`src/rtl/sat_alu_pkg.sv`:
```
package sat_alu_pkg;
   localparam int OP_W = 4;

   typedef enum logic [OP_W-1:0] {
      OP_SADD   = 4'd0,
      OP_SSUB   = 4'd1,
      OP_SDBL   = 4'd2,
      OP_UADD   = 4'd3,
      OP_USUB   = 4'd4,
      OP_SSAT   = 4'd5,
      OP_USAT   = 4'd6,
      OP_SSAT2  = 4'd7,
      OP_USAT2  = 4'd8
   } sat_op_e;
endpackage

```
`src/rtl/sat_addsub.sv`:
```
module sat_addsub
   import sat_alu_pkg::*;
#(
   parameter int W = 32
) (
   input  logic [OP_W-1:0] op,
   input  logic [W-1:0]    a,
   input  logic [W-1:0]    b,
   output logic [W-1:0]    res,
   output logic            clamped
);
   localparam logic [W-1:0] SMAX  = {1'b0, {(W-1){1'b1}}};
   localparam logic [W-1:0] SMIN  = {1'b1, {(W-1){1'b0}}};
   localparam logic [W-1:0] DBL_LO = {2'b11, {(W-2){1'b0}}};

   logic [W:0]   usum;
   logic [W-1:0] diff;
   logic         sovf_add, sovf_sub;

   always_comb begin
      usum     = {1'b0, a} + {1'b0, b};
      diff     = a - b;
      sovf_add = (usum[W-1] ^ a[W-1]) & ~(a[W-1] ^ b[W-1]);
      sovf_sub = (diff[W-1] ^ a[W-1]) &  (a[W-1] ^ b[W-1]);
      res      = '0;
      clamped  = 1'b0;
      case (op)
         OP_SADD: begin
            clamped = sovf_add;
            res     = sovf_add ? (a[W-1] ? SMIN : SMAX) : usum[W-1:0];
         end
         OP_SSUB: begin
            clamped = sovf_sub;
            res     = sovf_sub ? (a[W-1] ? SMIN : SMAX) : diff;
         end
         OP_SDBL: begin
            if (!a[W-1] && a[W-2]) begin
               clamped = 1'b1;
               res     = SMAX;
            end else if (a[W-1] && (!a[W-2] || a == DBL_LO)) begin
               clamped = 1'b1;
               res     = SMIN;
            end else begin
               res     = {a[W-2:0], 1'b0};
            end
         end
         OP_UADD: begin
            clamped = usum[W];
            res     = usum[W] ? '1 : usum[W-1:0];
         end
         OP_USUB: begin
            clamped = (a < b);
            res     = (a < b) ? '0 : diff;
         end
         default: begin
            res     = '0;
            clamped = 1'b0;
         end
      endcase
   end
endmodule

```
`src/rtl/sat_clamp.sv`:
```
module sat_clamp #(
   parameter int W      = 32,
   parameter bit SIGNED = 1'b1,
   localparam int NW    = $clog2(W)
) (
   input  logic [W-1:0]  val,
   input  logic [NW-1:0] n,
   output logic [W-1:0]  res,
   output logic          clamped
);
   localparam logic [W-1:0] ONE = {{(W-1){1'b0}}, 1'b1};

   logic [W-1:0] mask;
   always_comb mask = (ONE << n) - ONE;

   generate
      if (SIGNED) begin : g_signed
         logic [W-1:0] hi;
         logic         too_big, too_small;
         always_comb begin
            hi        = $unsigned($signed(val) >>> n);
            too_big   = !hi[W-1] && (hi != '0);
            too_small =  hi[W-1] && (hi != '1);
            clamped   = too_big | too_small;
            if (too_big)        res = mask;
            else if (too_small) res = ~mask;
            else                res = val;
         end
      end else begin : g_unsigned
         always_comb begin
            if (val[W-1]) begin
               clamped = 1'b1;
               res     = '0;
            end else if (val > mask) begin
               clamped = 1'b1;
               res     = mask;
            end else begin
               clamped = 1'b0;
               res     = val;
            end
         end
      end
   endgenerate
endmodule

```
`src/rtl/sat_alu.sv`:
```
module sat_alu
   import sat_alu_pkg::*;
#(
   parameter int DATA_W = 32,
   localparam int NW    = $clog2(DATA_W),
   localparam int HW    = DATA_W / 2
) (
   input  logic              clk,
   input  logic              rst_n,
   input  logic              op_valid,
   input  logic [OP_W-1:0]   op,
   input  logic [DATA_W-1:0] opa,
   input  logic [DATA_W-1:0] opb,
   input  logic [NW-1:0]     sat_width,
   input  logic              flag_clr,
   output logic [DATA_W-1:0] result,
   output logic              sat_flag
);
   generate
      if (DATA_W < 4 || (DATA_W % 2) != 0) begin : g_bad_width
         $error("sat_alu: DATA_W must be even and at least 4");
      end
   endgenerate

   logic [DATA_W-1:0] ar_res;
   logic              ar_clamp;

   sat_addsub #(.W(DATA_W)) u_arith (
      .op      (op),
      .a       (opa),
      .b       (opb),
      .res     (ar_res),
      .clamped (ar_clamp)
   );

   logic [DATA_W-1:0] ws_res, wu_res;
   logic              ws_clamp, wu_clamp;

   sat_clamp #(.W(DATA_W), .SIGNED(1'b1)) u_word_s (
      .val (opa), .n (sat_width), .res (ws_res), .clamped (ws_clamp)
   );
   sat_clamp #(.W(DATA_W), .SIGNED(1'b0)) u_word_u (
      .val (opa), .n (sat_width), .res (wu_res), .clamped (wu_clamp)
   );

   logic [DATA_W-1:0] hs_res, hu_res;
   logic [1:0]        hs_clamp, hu_clamp;

   generate
      for (genvar ln = 0; ln < 2; ln++) begin : g_lane
         logic [DATA_W-1:0] ext, rs, ru;
         always_comb ext = {{HW{opa[ln*HW + HW-1]}}, opa[ln*HW +: HW]};
         sat_clamp #(.W(DATA_W), .SIGNED(1'b1)) u_ls (
            .val (ext), .n (sat_width), .res (rs), .clamped (hs_clamp[ln])
         );
         sat_clamp #(.W(DATA_W), .SIGNED(1'b0)) u_lu (
            .val (ext), .n (sat_width), .res (ru), .clamped (hu_clamp[ln])
         );
         always_comb begin
            hs_res[ln*HW +: HW] = rs[HW-1:0];
            hu_res[ln*HW +: HW] = ru[HW-1:0];
         end
      end
   endgenerate

   logic [DATA_W-1:0] nxt_res;
   logic              nxt_clamp;

   always_comb begin
      case (op)
         OP_SADD, OP_SSUB, OP_SDBL, OP_UADD, OP_USUB: begin
            nxt_res = ar_res;  nxt_clamp = ar_clamp;
         end
         OP_SSAT:  begin nxt_res = ws_res; nxt_clamp = ws_clamp;  end
         OP_USAT:  begin nxt_res = wu_res; nxt_clamp = wu_clamp;  end
         OP_SSAT2: begin nxt_res = hs_res; nxt_clamp = |hs_clamp; end
         OP_USAT2: begin nxt_res = hu_res; nxt_clamp = |hu_clamp; end
         default:  begin nxt_res = '0;     nxt_clamp = 1'b0;      end
      endcase
   end

   always_ff @(posedge clk or negedge rst_n) begin
      if (!rst_n) begin
         result   <= '0;
         sat_flag <= 1'b0;
      end else begin
         if (op_valid) result <= nxt_res;
         if (op_valid && nxt_clamp) sat_flag <= 1'b1;
         else if (flag_clr)         sat_flag <= 1'b0;
      end
   end
endmodule

```
`config.mk`:
```
export PLATFORM = sky130hd
export DESIGN_NAME = sat_alu
export DESIGN_NICKNAME = d
export VERILOG_FILES = /design/src/rtl/sat_alu_pkg.sv /design/src/rtl/sat_addsub.sv /design/src/rtl/sat_clamp.sv /design/src/rtl/sat_alu.sv
export SDC_FILE = /design/constraint.sdc
export NUM_CORES = 1
export LEC_CHECK = 0
export BUFFER_PORTS_ARGS = -buffer_cell sky130_fd_sc_hd__buf_2
export CORE_ASPECT_RATIO = 1.75
export CORE_MARGIN = 2
export CORE_UTILIZATION = 62
export CTS_CLUSTER_SIZE = 30
export DETAILED_ROUTE_END_ITERATION = 7
export GPL_TIMING_DRIVEN = 0
export PLACE_DENSITY = 0.8
export SLEW_MARGIN = 5
export SYNTH_ARGS = -nofsm -noshare
export SYNTH_HDL_FRONTEND = slang
export SYNTH_HIERARCHICAL = 1
export SYNTH_SLANG_ARGS = --single-unit
```
`constraint.sdc`:
```
create_clock -name clk -period 1.17 [get_ports clk]
set_input_delay 0.0585 -clock clk [delete_from_list [all_inputs] [get_ports clk]]
set_output_delay 0.0585 -clock clk [all_outputs]
set_load 0.01 [all_outputs]
```
==> impl_metrics.toml, run 1 <==
[global_routing]
grt_pass1_wl_microns = 187000
first_global_vias = 31700
grt_remaining_overflow = 6
grt_max_degree = 105
grtUsageTotal_pct = 63.3

[placement]
place.gp.congestion = 1.09
port_buffers = 109
place.detailed.hpwl_microns = 77900

[clocking]
h-tree-depth = 2
cts_made_buffers = 5
clk_path_buf_depth = 2
root_buffer = "clkbuf_16"

[floorplan]
rows = 93
start_util_pct = 62.6
io_pins = 110
die_h_microns = 259
die_w_microns = 150

[run_status]
haltStage = "5_1_grt"
run.stop_error = "[ERROR GRT-0116] Global routing finished with congestion. Check the congestion regions in the DRC Viewer."
status = "stopped before the end"

[synthesis]
synth_fp_nets = 3193
mappedNetlistArea_sq_um = 23000
postSynthAreaPerCell_sq_um = 7.81
netlist_instances = 2947
ys_warn_count = 6
## per-stage QoR
step	hold slack, ns	util [%]	instances	area, sq um	worst slack (ns)
2_1_floorplan	-0.237	-	2947	23400	-2.94
3_5_place_dp	0.181	67.0	3533	24600	-4.68
3_3_place_gp	0.165	66.8	3531	24600	-5.46
4_1_cts	0.110	76.4	3697	28100	-3.01
## timing repair
| item | CTS |
|---|---|
| gates cloned | 9 |
| buffers inserted | 162 |
| hold endpoints to repair | 33 |
| gates resized for setup | 411 |
| endpoints found under the setup margin | 33 |
| hold buffers | 1 |
| pin swaps | 199 |
## routing by layer
layer  GRT overflow  global-route usage (%)
met1              0                    60.6
met3              0                    38.3
met4              3                    65.7
met5              0                    11.7
met2              3                    88.6
==> run 2, diff against run 1 <==
--- a/config.mk
+++ b/config.mk
@@ -6,13 +6,11 @@
 export NUM_CORES = 1
 export LEC_CHECK = 0
 export BUFFER_PORTS_ARGS = -buffer_cell sky130_fd_sc_hd__buf_2
-export CORE_ASPECT_RATIO = 1.75
 export CORE_MARGIN = 2
-export CORE_UTILIZATION = 62
-export CTS_CLUSTER_SIZE = 30
+export CORE_UTILIZATION = 40
 export DETAILED_ROUTE_END_ITERATION = 7
 export GPL_TIMING_DRIVEN = 0
-export PLACE_DENSITY = 0.8
+export PLACE_DENSITY_LB_ADDON = 0.15
 export SLEW_MARGIN = 5
 export SYNTH_ARGS = -nofsm -noshare
 export SYNTH_HDL_FRONTEND = slang
==> run 2 against run 1 <==
  * The flow now finishes, with violations (setup timing)
  * Synthesized cell count unchanged
  * Area after synthesis stayed put
==> impl_metrics.toml, run 2 <==
[placement]
port_buffers = 109
place.gp.congestion = 0.983
placed_area_sq_um = 25000
place.detailed.hpwl_microns = 79100

[layout]
drive_gt1_share_pct = 31.4
regMostFlops = "result"
nets = 3461
reg_top3 = "result: 32 flops, sat_flag: 1 flops"
final_common_cell = "mux2i_1"
design_area_sq_um = 28900
syn_to_final_growth_pct = 25.4
final_cell_mix = "mux2i_1, o21ai_0, a21oi_1"
largest_register_ffs = 32

[run]
maxCapViolCount = 0

[floorplan]
die_w_microns = 244
start_util_pct = 40.7
io_pins = 110
core-area_sq_um = 56600
die_area_sq_um = 59500
die_h_microns = 244
rows = 87

[worst_setup_path]
cp_max_fo = 6
worstPathArrival_ns = 4.47
worstSetupPathType = "in2reg"
r2r-start = "sat_flag$_DFFE_PN0P_"
critPathLaunch = "opb[1]"
endpoint_kind = "register"
crit_path_start_kind = "input port"
required_ns = 1.32

[run_status]
violations = "setup timing"
status = "finished, violations left"

[global_routing]
grt_max_degree = 108
first_global_vias = 25700
grtUsageTotal_pct = 34.9
grt_pass1_wl_microns = 162000
antenna_found_initial = 7
grt_remaining_overflow = 0

[timing]
worstMarginPinSlew_ns = 1.03
slew_headroom_pct = 31.7
final_max_slew_viol_count = 0
finalClockSkew_ns = 0
rsz0062_at_grt = "true"
finalHoldViolations = 0
fin_crit_sh_pct = 369
fin_ws_ns = -3.15
fmax_ghz = 0.232
setup_tns_ns = -100.84
setup_violations = 33
period_minus_slack_ns = 4.32

[clocking]
cts_made_buffers = 5
h-tree-depth = 2
cts_sinks = 33
insertion_delay_ns = 0.27
tritoncts = "done"
root_buffer = "clkbuf_16"
clkSlewWorstSetupHoldPaths_ns = 0.06
clk_path_buf_depth = 2

[route]
vias_per_cell = 6.79
drt-total-wl_microns = 110000
vias = 27000
first_pass_iters = 6
wl_per_cell_microns = 27.7
ant_nets = 0
drcViolationCount = 0
drt-initial-drc-count = 3781

[synthesis]
netlist_instances = 2947
synth_fp_nets = 3193
mappedNetlistArea_sq_um = 23000
ys_warn_count = 6
postSynthAreaPerCell_sq_um = 7.81

[pwr]
ir_drop_mv = 0.522
power_density_nw_per_um2 = 578
power_mw = 16.7
leakage_nw = 11.3

[hold_path]
min_from = "flag_clr"
hp-class = "in2reg"
-- run 2: repair_timing --
action	CTS	global route
hold buffers	1	0
endpoints found under the setup margin	33	33
pin swaps	147	104
endpoints found under the hold margin	33	0
gates cloned	10	3
gates resized for setup	354	193
setup buffers	96	59
-- run 2: stage by stage --
step	utilization, %	instances	setup slack, ns	hold WS (ns)
after floorplan	-	2947	-2.94	-0.237
after global placement	44.0	3812	-5.55	0.168
after detailed placement	44.1	3814	-4.85	0.185
after CTS	48.8	3914	-3.06	0.222
after global routing	51.0	3972	-3.26	0.251
final	51.0	3976	-3.15	0.261
-- run 2: where the power goes --
group	switching, mW	total (mW)	internal (mW)
Sequential	0.0887	1.33	1.24
Combinational	8.28	14.1	5.77
Clock	0.533	1.31	0.781
Total	8.90	16.7	7.79
-- run 2: layout make-up --
cell class                 count  area, sq um
antenna                        4         10.0
buffer                       292         1860
clock buffer                   5          125
clock inverter                 3         17.5
fill                        5430        27700
inverter                     167          658
multi-input combinational   2441        21800
sequential                    33          826
tap                          756          946
timing repair buffer         275         2640
-- run 2: worst max-delay path: stages --
cell	delay, ns
buf_8	0.09
inv_6	0.03
ha_4	0.27
nand2b_4	0.06
a21oi_4	0.19
o311ai_4	0.15
a2111oi_4	0.31
buf_4	0.22
o31ai_4	0.07
a31oi_2	0.22
a21oi_1	0.10
nor2_1	0.19
nor2_2	0.08
fa_2	0.62
nor2b_4	0.16
a21o_1	0.15
buf_6	0.12
nand2_8	0.09
buf_6	0.16
a221oi_4	0.27
nand2_2	0.17
nor2b_1	0.17
a31oi_1	0.18
o22a_1	0.21
o221ai_2	0.11
-- run 2: worst paths after layout --
check / depth (start not counted) / endpoint / slack [ns]
worst min register to register: 2 / result[6]$_DFFE_PN0P_ / 0.50
worst max register to register: 3 / sat_flag$_DFFE_PN0P_ / 0.20
worst min-delay path: 4 / sat_flag$_DFFE_PN0P_ / 0.26
worst max-delay path: 25 / result[10]$_DFFE_PN0P_ / -3.15
min in group asynchronous: 2 / result[12]$_DFFE_PN0P_ / 0.41
max in group asynchronous: 2 / result[19]$_DFFE_PN0P_ / 0.25
-- run 2: per-layer routing --
layer  GRT usage [%]  part of all wire [%]  up-vias
met5               0                 0.024        -
met2            54.2                    44     1692
li1                -                     -    11900
met1            47.2                    41    13100
met4            13.8                   4.9        4
met3            7.12                    11      318
No activity file was read; power rests on OpenSTA's default activity.
